**config.mk**
```make
export PLATFORM = sky130hd
export DESIGN_NAME = mw_eeprom
export DESIGN_NICKNAME = d
export VERILOG_FILES = /design/src/rtl/mw_pkg.sv /design/src/rtl/mw_edge_sense.sv /design/src/rtl/mw_prog_timer.sv /design/src/rtl/mw_cell_array.sv /design/src/rtl/mw_eeprom.sv
export SDC_FILE = /design/constraint.sdc
export NUM_CORES = 2
export LEC_CHECK = 0
export ABC_AREA = 1
export BUFFER_PORTS_ARGS = -buffer_cell sky130_fd_sc_hd__clkbuf_2
export CORE_ASPECT_RATIO = 0.5
export CORE_MARGIN = 2
export CORE_UTILIZATION = 57
export DETAILED_ROUTE_END_ITERATION = 16
export HOLD_SLACK_MARGIN = 0.12
export PLACE_DENSITY = 0.73
export SYNTH_ARGS = -nofsm -noshare
export SYNTH_HDL_FRONTEND = slang
export SYNTH_SLANG_ARGS = --single-unit
```
**constraint.sdc**
```tcl
create_clock -name clk -period 6.04 [get_ports clk]
set_input_delay 0.604 -clock clk [delete_from_list [all_inputs] [get_ports clk]]
set_output_delay 0.604 -clock clk [all_outputs]
set_load 0.02 [all_outputs]
```
**src/rtl/mw_pkg.sv**
```systemverilog
package mw_pkg;

    typedef enum logic [1:0] {
        OP_SPECIAL = 2'b00,
        OP_WRITE   = 2'b01,
        OP_READ    = 2'b10,
        OP_ERASE   = 2'b11
    } opcode_e;

    typedef enum logic [1:0] {
        SUB_DISABLE   = 2'b00,
        SUB_WRITE_ALL = 2'b01,
        SUB_ERASE_ALL = 2'b10,
        SUB_ENABLE    = 2'b11
    } special_e;

    typedef enum logic [1:0] {
        PK_WRITE,
        PK_ERASE,
        PK_WRITE_ALL,
        PK_ERASE_ALL
    } prog_kind_e;

    typedef enum logic [2:0] {
        FS_IDLE,
        FS_OPCODE,
        FS_ADDR,
        FS_DATA,
        FS_STREAM,
        FS_DONE
    } frame_state_e;

    function automatic logic [4:0] addr_len(input logic org16, input int waw);
        return org16 ? 5'(waw) : 5'(waw + 1);
    endfunction

    function automatic logic [4:0] data_len(input logic org16);
        return org16 ? 5'd16 : 5'd8;
    endfunction

endpackage

```
**src/rtl/mw_edge_sense.sv**
```systemverilog
module mw_edge_sense (
    input  logic clk,
    input  logic rst,
    input  logic cs,
    input  logic sk,
    output logic sk_rise,
    output logic cs_fall
);
    logic sk_q;
    logic cs_q;

    always_ff @(posedge clk) begin
        if (rst) begin
            sk_q <= 1'b0;
            cs_q <= 1'b0;
        end else begin
            sk_q <= sk;
            cs_q <= cs;
        end
    end

    assign sk_rise = sk & ~sk_q;
    assign cs_fall = ~cs & cs_q;
endmodule

```
**src/rtl/mw_prog_timer.sv**
```systemverilog
module mw_prog_timer #(
    parameter int CYCLES = 100
) (
    input  logic clk,
    input  logic rst,
    input  logic go,
    output logic busy
);
    localparam int TW = $clog2(CYCLES + 1);
    logic [TW-1:0] remain;

    always_ff @(posedge clk) begin
        if (rst)
            remain <= '0;
        else if (go)
            remain <= TW'(CYCLES);
        else if (remain != '0)
            remain <= remain - TW'(1);
    end

    assign busy = (remain != '0);
endmodule

```
**src/rtl/mw_cell_array.sv**
```systemverilog
module mw_cell_array
    import mw_pkg::*;
#(
    parameter int BAW = 7
) (
    input  logic           clk,
    input  logic           rst,
    input  logic           org16,
    input  logic           prog_go,
    input  prog_kind_e     prog_kind,
    input  logic [BAW-1:0] prog_addr,
    input  logic [15:0]    prog_data,
    input  logic [BAW-1:0] rd_addr,
    output logic [15:0]    rd_word
);
    localparam int NBYTES = 2 ** BAW;

    logic [NBYTES*8-1:0] flat;
    logic                bulk;
    logic                erasing;

    assign bulk    = (prog_kind == PK_WRITE_ALL) || (prog_kind == PK_ERASE_ALL);
    assign erasing = (prog_kind == PK_ERASE) || (prog_kind == PK_ERASE_ALL);

    for (genvar i = 0; i < NBYTES; i++) begin : g_cell
        localparam logic [BAW-1:0] IDX = BAW'(i);
        logic [7:0] q;
        logic       hit;
        logic [7:0] val;

        assign hit = bulk || (org16 ? (IDX[BAW-1:1] == prog_addr[BAW-2:0])
                                    : (IDX == prog_addr));
        assign val = erasing ? 8'hFF
                   : (org16 ? (IDX[0] ? prog_data[7:0] : prog_data[15:8])
                            : prog_data[7:0]);

        always_ff @(posedge clk) begin
            if (rst)
                q <= 8'hFF;
            else if (prog_go && hit)
                q <= val;
        end

        assign flat[i*8 +: 8] = q;
    end

    logic [BAW-1:0] hi_idx;
    logic [BAW-1:0] lo_idx;
    assign hi_idx = {rd_addr[BAW-2:0], 1'b0};
    assign lo_idx = {rd_addr[BAW-2:0], 1'b1};

    always_comb begin
        if (org16)
            rd_word = {flat[hi_idx*8 +: 8], flat[lo_idx*8 +: 8]};
        else
            rd_word = {flat[rd_addr*8 +: 8], 8'h00};
    end
endmodule

```
**src/rtl/mw_eeprom.sv**
```systemverilog
module mw_eeprom
    import mw_pkg::*;
#(
    parameter int WAW         = 6,
    parameter int PROG_CYCLES = 100
) (
    input  logic clk,
    input  logic rst,
    input  logic cs,
    input  logic sk,
    input  logic di,
    input  logic org16,
    output logic so_data,
    output logic so_en
);
    localparam int BAW = WAW + 1;

    logic           sk_rise, cs_fall;
    frame_state_e   st;
    logic [1:0]     op_sh;
    logic [BAW-1:0] addr_sh, addr_nx, rd_addr, rd_inc, rd_next, fetch_addr;
    logic [15:0]    data_sh, rd_sh, rd_word;
    logic [4:0]     cnt, rbit, alen, dlen;
    logic           wen_q, show_q, out_bit, reading;
    logic           busy, prog_go, pend_valid;
    prog_kind_e     pend_kind;
    special_e       sub;

    mw_edge_sense u_edge (
        .clk(clk), .rst(rst), .cs(cs), .sk(sk),
        .sk_rise(sk_rise), .cs_fall(cs_fall)
    );

    mw_prog_timer #(.CYCLES(PROG_CYCLES)) u_timer (
        .clk(clk), .rst(rst), .go(prog_go), .busy(busy)
    );

    mw_cell_array #(.BAW(BAW)) u_cells (
        .clk(clk), .rst(rst), .org16(org16),
        .prog_go(prog_go), .prog_kind(pend_kind),
        .prog_addr(addr_sh), .prog_data(data_sh),
        .rd_addr(fetch_addr), .rd_word(rd_word)
    );

    assign alen    = addr_len(org16, WAW);
    assign dlen    = data_len(org16);
    assign addr_nx = {addr_sh[BAW-2:0], di};
    assign sub     = special_e'(org16 ? addr_nx[WAW-1 -: 2] : addr_nx[BAW-1 -: 2]);
    assign rd_inc  = rd_addr + BAW'(1);
    assign rd_next = org16 ? {1'b0, rd_inc[BAW-2:0]} : rd_inc;
    assign fetch_addr = (st == FS_ADDR) ? addr_nx : rd_next;

    assign prog_go = cs_fall && (st == FS_DONE) && pend_valid && wen_q && !busy;

    always_ff @(posedge clk) begin
        if (rst) begin
            st         <= FS_IDLE;
            op_sh      <= '0;
            addr_sh    <= '0;
            data_sh    <= '0;
            cnt        <= '0;
            wen_q      <= 1'b0;
            show_q     <= 1'b0;
            reading    <= 1'b0;
            out_bit    <= 1'b0;
            rd_addr    <= '0;
            rd_sh      <= '0;
            rbit       <= '0;
            pend_valid <= 1'b0;
            pend_kind  <= PK_WRITE;
        end else if (!cs) begin
            st         <= FS_IDLE;
            reading    <= 1'b0;
            pend_valid <= 1'b0;
            if (prog_go)
                show_q <= 1'b1;
        end else if (sk_rise && !busy) begin
            unique case (st)
                FS_IDLE: if (di) begin
                    st      <= FS_OPCODE;
                    cnt     <= '0;
                    op_sh   <= '0;
                    addr_sh <= '0;
                    data_sh <= '0;
                    show_q  <= 1'b0;
                end
                FS_OPCODE: begin
                    op_sh <= {op_sh[0], di};
                    cnt   <= cnt + 5'd1;
                    if (cnt == 5'd1) begin
                        st  <= FS_ADDR;
                        cnt <= '0;
                    end
                end
                FS_ADDR: begin
                    addr_sh <= addr_nx;
                    cnt     <= cnt + 5'd1;
                    if (cnt == alen - 5'd1) begin
                        cnt <= '0;
                        unique case (opcode_e'(op_sh))
                            OP_READ: begin
                                st      <= FS_STREAM;
                                reading <= 1'b1;
                                out_bit <= 1'b0;
                                rd_sh   <= rd_word;
                                rd_addr <= addr_nx;
                                rbit    <= '0;
                            end
                            OP_WRITE: begin
                                st        <= FS_DATA;
                                pend_kind <= PK_WRITE;
                            end
                            OP_ERASE: begin
                                st         <= FS_DONE;
                                pend_kind  <= PK_ERASE;
                                pend_valid <= 1'b1;
                            end
                            OP_SPECIAL: begin
                                unique case (sub)
                                    SUB_ENABLE:  begin wen_q <= 1'b1; st <= FS_DONE; end
                                    SUB_DISABLE: begin wen_q <= 1'b0; st <= FS_DONE; end
                                    SUB_ERASE_ALL: begin
                                        st         <= FS_DONE;
                                        pend_kind  <= PK_ERASE_ALL;
                                        pend_valid <= 1'b1;
                                    end
                                    SUB_WRITE_ALL: begin
                                        st        <= FS_DATA;
                                        pend_kind <= PK_WRITE_ALL;
                                    end
                                endcase
                            end
                        endcase
                    end
                end
                FS_DATA: begin
                    data_sh <= {data_sh[14:0], di};
                    cnt     <= cnt + 5'd1;
                    if (cnt == dlen - 5'd1) begin
                        st         <= FS_DONE;
                        pend_valid <= 1'b1;
                    end
                end
                FS_STREAM: begin
                    out_bit <= rd_sh[15];
                    rd_sh   <= {rd_sh[14:0], 1'b0};
                    rbit    <= rbit + 5'd1;
                    if (rbit == dlen - 5'd1) begin
                        rbit    <= '0;
                        rd_addr <= rd_next;
                        rd_sh   <= rd_word;
                    end
                end
                default: ;
            endcase
        end
    end

    assign so_en   = cs & (reading | show_q);
    assign so_data = reading ? out_bit : ~busy;
endmodule

```
# After elaboration in Yosys (flattened, before gate mapping)
# Index checks and enable logic that the tools add are counted.
# Widths: inputs -> output; s select.
[word_totals] ff_bits=1101 word_cells=862 output_inout_bits=2
[classes] n_addsub=6 n_mux=185 eq_ne=220 bitwise=7 reduce_logical=295 shifts=3
[op_table] op="$shiftx 1024x11->8" count=3
[op_table] op="$eq 7x7->1 const A" count=64
[op_table] op="$eq 6x7->1 const A" count=32
[op_table] op="$eq 6x6->1 const A" count=32
[op_table] op="$mux 1" count=140
[op_table] op="$logic_and 1x1->1" count=133
[op_table] op="$logic_or 1x1->1" count=130
[op_table] op="$eq 5x7->1 const A" count=16
[op_table] op="$eq 5x6->1 const A" count=16
[op_table] op="$mux 16" count=5
[op_table] op="$pmux 16 s2" count=2
[op_table] op="$eq 4x7->1 const A" count=8
[op_table] op="$mux 7" count=8
[op_table] op="$eq 4x6->1 const A" count=8
[op_table] op="$mux 5" count=7
[op_table] op="$reduce_and 6->1" count=5
[op_table] op="$eq 3x7->1 const A" count=4
[op_table] op="$pmux 7 s2" count=2
[op_table] op="$eq 3x6->1 const A" count=4
[op_table] op="$mux 8" count=3
[op_table] op="$pmux 3 s4" count=2
[op_table] op="$reduce_and 4->1" count=6
[op_table] op="$pmux 5 s4" count=1
[op_table] op="$reduce_bool 2->1" count=8
[op_table] op="41 further kinds" count=77

# Longest topological paths before layout
[depth] ltp_word=8 ltp_mapped=20 depth_no_buf=18

# Cells and area by module
# A second synthesis with hierarchy kept.
[unflattened] hier_cells=8946 area_unflattened_um2=57178.6
[modules_own_cells] module="mw_cell_array" seq_area_each_um2=20499.7 cells_per_inst=8335 n_inst=1 area_each_um2=53131.0
[modules_own_cells] module="mw_eeprom" seq_area_each_um2=1361.3 cells_per_inst=558 n_inst=1 area_each_um2=3624.7
[modules_own_cells] module="mw_prog_timer" seq_area_each_um2=140.1 cells_per_inst=44 n_inst=1 area_each_um2=354.1
[modules_own_cells] module="mw_edge_sense" seq_area_each_um2=40.0 cells_per_inst=9 n_inst=1 area_each_um2=68.8

# Worst setup path after synthesis
# Ideal clock, no wire load.
[synth_path] path_type="input-to-reg" startpoint="in org16" endpoint="reg pend_kind[0]" path_buffers=4 stages=11 arrival_ps=2401 t_required_ps=5905 setup_time_ps=135 slack_ps=3504 path_cell_list="buf_2 -> buf_2 -> clkbuf_1 -> buf_2 -> o21ai_0 -> ha_1 -> nor2_1 -> nor3_1 -> nand3_1 -> a21oi_1 -> a211oi_1"
[synth_via] elab_chain_cells=4
[synth_lines] element="from (decl)" line_no="mw_eeprom.sv:12" rtl="input logic org16,"
[synth_lines] element="$mux 1 / $mux 2 (equally long branches)" line_no="mw_pkg.sv:34, mw_eeprom.sv:48"
[synth_lines] element="$sub 3x1->4, or another cell as far along" line_no="mw_eeprom.sv:98" rtl="if (cnt == alen - 5'd1) begin"
[synth_lines] element="$eq 5x5->1, or another cell as far along" line_no="mw_eeprom.sv:98"
[synth_lines] element="$reduce_and 6->1 (no line) / $pmux 2 s3 (equally long branches)"
[synth_lines] element="to (signal assigned)" line_no="mw_eeprom.sv:111" rtl="pend_kind <= PK_WRITE;"
[synth_lines] element="to (signal assigned)" line_no="mw_eeprom.sv:115" rtl="pend_kind <= PK_ERASE;"
[synth_lines] element="to (signal assigned)" line_no="mw_eeprom.sv:124" rtl="pend_kind <= PK_ERASE_ALL;"
[synth_lines] element="to (decl)" line_no="mw_eeprom.sv:26" rtl="prog_kind_e pend_kind;"
# Several ways; a longest one is shown, not always the timed one. The select of a mux whose other input is x is not followed.
# A chain may end at the register's enable or synchronous reset.

# Worst setup path in the final report
[layout_path] startpoint="reg st[2]" endpoint="reg rd_sh[10]"
[layout_via] elab_chain_cells=7
[layout_lines] element="from (decl)" line_no="mw_eeprom.sv:19" rtl="frame_state_e st;"
[layout_lines] element="from (signal assigned)" line_no="mw_eeprom.sv:57" rtl="st <= FS_IDLE;"
[layout_lines] element="from (signal assigned)" line_no="mw_eeprom.sv:72" rtl="st <= FS_IDLE;"
[layout_lines] element="from (signal assigned)" line_no="mw_eeprom.sv:80" rtl="st <= FS_OPCODE;"
[layout_lines] element="$eq 3x2->1" line_no="mw_eeprom.sv:51, mw_eeprom.sv:78"
[layout_lines] element="$mux 7" line_no="mw_eeprom.sv:51" rtl="assign fetch_addr = (st == FS_ADDR) ? addr_nx : rd_next;"
[layout_lines] element="$shiftx 1024x11->8 (on tied branches)" line_no="mw_cell_array.sv:56, mw_cell_array.sv:54"
[layout_lines] element="$mux 16" line_no="mw_cell_array.sv:53" rtl="if (org16)"
[layout_lines] element="$mux 16" line_no="mw_eeprom.sv:100" rtl="unique case (opcode_e'(op_sh))"
[layout_lines] element="$mux 16" line_no="mw_eeprom.sv:98"
[layout_lines] element="$pmux 16 s2" line_no="mw_eeprom.sv:78" rtl="unique case (st)"
[layout_lines] element="to (signal assigned)" line_no="mw_eeprom.sv:105" rtl="rd_sh <= rd_word;"
[layout_lines] element="to (signal assigned)" line_no="mw_eeprom.sv:146" rtl="rd_sh <= {rd_sh[14:0], 1'b0};"
[layout_lines] element="to (signal assigned)" line_no="mw_eeprom.sv:151" rtl="rd_sh <= rd_word;"
[layout_lines] element="to (decl)" line_no="mw_eeprom.sv:22" rtl="logic [15:0] data_sh, rd_sh, rd_word;"
# Several ways; a longest one is shown, not always the timed one. The select of a mux whose other input is x is not followed.

==> impl_results.md <==
- Initial antenna violation count: 5
- CTS Buf Count: 100
- Vias: approximately 61000
- Final antenna-violating net count: 0
- Core Rows: 83
- Worst Hold End: u_edge.sk_q$_SDFF_PP0_
- Detailed Place HPWL: between 100 and 150 mm
- Vias in the first global route: approximately 55000
- Final setup TNS: 0 ps
- Post-synthesis instance area: around 59000 µm²
- WP data required: between 6000 and 7000 ps
- Root buffer cell: clkbuf_16
- Global-route wire length before repair: 337 mm
- Final setup viols: 0
- Final Hold Fails: 0
- CTS max path bufs: 3
- Crit path kind: reg2reg
- Hold path cells: 3
- Setup Skew: 20.8 ps
- Reg2reg setup slack: approximately 1500 ps
- Pins Over Slew Limit: 0
- CP Max Fanout: 106
- GRT overflow: 0
- Yosys warning count: 0
- # fillers: between 9000 and 10000
- CP Capture Type: flip-flop
- Register area share after synthesis: between 30% and 40%
- Die area: about 110000 µm²
- Syn Nets: a little under 9000
- Max IR drop VDD: approximately 210 µV
- First-pass iteration count of the detailed router: 9
- Critical R2R Launch: st[2]$_SDFFE_PP0P_
- Worst slew pin tran: about 1200 ps
- N_diodes: 0
- Crit path DAT: between 5000 and 6000 ps
- Port Buf Inserts: 7
- Final Power: 0.0164 W
- Initial Util: a little under three fifths
- NumNets Final: a little over 8000
- Critical Path Start Type: flip-flop
- Most common cell after layout, fill and taps aside: nand2_1
- Seq pwr share: between 40 and 50%
- Leakage: about 30 nW
- FF-to-FF End: rd_sh[10]$_SDFFE_PP0P_
- Min-Delay Path Class: in2reg
- Area Growth Syn to Fin: 5.63%
- Clock slew at reported path FFs: around 70 ps
- Syn_area_per_cell: ~6.7 µm²
- CTS Hold Bufs: 0
- R2R cell count: 16
- Routability cong.: between 1 and 1.5
- CTS tree: done
- Die height: between 200 and 250 µm
- CORE AREA: between 100000 and 150000 µm²
- Proportion of layout cells with a drive suffix above 1: 4.86%
- Fmax: 220 MHz
- Clk pwr share: 43.3%
- Yosys cell types: 48
- Commonest cells after routing, fill and taps aside: nand2_1, nand3_1, dfxtp_1
- Slew headroom: ~17%
- Vias per std cell: 6.32
- I/O pin count: 8
- Buffer count from post-CTS setup fixing: 0
- Tmin final: 4550 ps
- Finished Core Util: between 60% and 70%
- Post-Synthesis Cells: slightly below 9000
- Final worst path period share: 75.2%
- Switching Fraction: between 20 and 30%
- Clk sinks: about 1100
- WL/cell: about 23 µm
- Pwr dens: roughly 270 nW/µm²
- Hold Crit Start: sk
- Drt drc: 0
- Post-CTS sizing: 0
- Total track usage: about two fifths
- H-tree levels: 3
- Combinational share of power: 12.1%
- Die Width: around 460 µm
- Post-Route WL: 223 mm
- Status: finished clean
- Int Pwr: between 0.01 and 0.015 W
- Sw Pwr: ~0.0047 W
- Initial DRC count: 10100
- FF+latch count, synth: approximately 1100
- Unrepaired setup endpoints after global routing: false
- Clk_lat worst skew: roughly 750 ps
- Maxcap violations: 0
- Pin count of the biggest net entering global routing: between 150 and 200
synthesized netlist by cell type, drive strengths merged:
cell,count,area share [%]
o211ai,1086,14
nand3b,15,0.19
xnor2,4,0.060
nor2,270,1.8
o22ai,25,0.27
a41oi,1,0.015
a21o,1,0.013
xor2,4,0.060
dfxtp,1101,38
or3,1,0.011
o21bai,1,0.013
a31oi,9,0.096
o21ai,384,3.3
buf,396,3.7
a21oi,111,0.99
nand4,18,0.19
clkinv,3,0.019
nor3,14,0.17
clkbuf,356,2.3
o31ai,2,0.026
or2,9,0.096
nor3b,1,0.013
o221ai,20,0.30
nand2,2450,16
inv,1081,6.9
nand3,1332,11
nor4,2,0.047
o2111ai,1,0.015
ha,12,0.26
a211oi,26,0.33
o311ai,12,0.18
kinds of logic after synthesis:
family                   share of synthesized area (%)
adder cells (fa/ha/maj)                          0.256
XOR/XNOR                                         0.119
flip-flops                                        37.6
AO/OA/AOI/OAI                                     19.5
buffers and inverters                             12.9
AND/OR/NAND/NOR                                   29.6
critical path, cell delays in order, from the launching register on:
cell     delay, ps
dfxtp_1        400
nor2_4         250
nand3_1        810
nand3_4        810
buf_12         270
buf_12         380
nand2_1        130
nand3_1        130
nand3_1        110
nand3_1        130
nand3_1        220
nand3_1        280
nand2_1        100
nand2_1         60
nand3_1         80
nand2_1         80
a21oi_1         50
sequential cells by signal (all words and copies together), names as in the netlist:
| register | count |
|---|---|
| out_bit | 1 |
| rbit | 5 |
| u_cells.g_cell.q | 1024 |
| show_q | 1 |
| st | 3 |
| addr_sh | 7 |
| u_timer.remain | 7 |
| pend_valid | 1 |
| wen_q | 1 |
| op_sh | 2 |
| rd_addr | 7 |
| reading | 1 |
| u_edge.sk_q | 1 |
| u_edge.cs_q | 1 |
| cnt | 5 |
| data_sh | 16 |
| rd_sh | 16 |
| pend_kind | 2 |
power by group through the flow:
stage | clock network (W) | registers, W | logic [W]
global route | 0.00739 | 0.00732 | 0.00206
floorplan | 0 | 0.00747 | 0.00121
finish | 0.00711 | 0.00732 | 0.00198
CTS | 0.00709 | 0.00732 | 0.00187
global placement | 0 | 0.00749 | 0.00187
detailed placement | 0 | 0.00749 | 0.00187
routing by layer:
metal	share of wire (%)	track usage, %
met1	40	56.9
met4	4.3	17.3
met2	40	57.6
met5	0.030	0
met3	16	13.6
layout make-up:
class / count / area [µm²] / area share, %
Clock buffer: 138 / 2950 / 4.76
Clock inverter: 46 / 618 / 0.998
Inverter: 1084 / 4090 / 6.60
Multi-Input combinational cell: 5811 / 29200 / 47.2
Sequential cell: 1101 / 22000 / 35.6
Tap cell: 1360 / 1700 / 2.75
Timing Repair Buffer: 129 / 1310 / 2.12
stage by stage:
| stage | instances | hold WS, ps | worst slack (ps) | area, µm² |
|---|---|---|---|---|
| floorplan | 8748 | 428 | 3500 | 58600 |
| global route | 9669 | 142 | 1380 | 61900 |
| global placement | 9485 | 447 | 1590 | 58400 |
| detailed placement | 9485 | 444 | 1540 | 58400 |
| CTS | 9669 | 124 | 1720 | 61900 |
| finish | 9669 | 131 | 1500 | 61900 |
how the worst max path moves through the flow:
stage                  startpoint                         to  slack [ps]
5_1_grt        st[2]$_SDFFE_PP0P_     rd_sh[10]$_SDFFE_PP0P_        1380
4_1_cts        st[2]$_SDFFE_PP0P_     rd_sh[10]$_SDFFE_PP0P_        1720
2_1_floorplan               org16  pend_kind[0]$_SDFFE_PP0P_        3500
3_5_place_dp                   di     rd_sh[13]$_SDFFE_PP0P_        1540
6_report       st[2]$_SDFFE_PP0P_     rd_sh[10]$_SDFFE_PP0P_        1500
3_3_place_gp                   di     rd_sh[10]$_SDFFE_PP0P_        1590
Power figures use the tool's default switching activity.
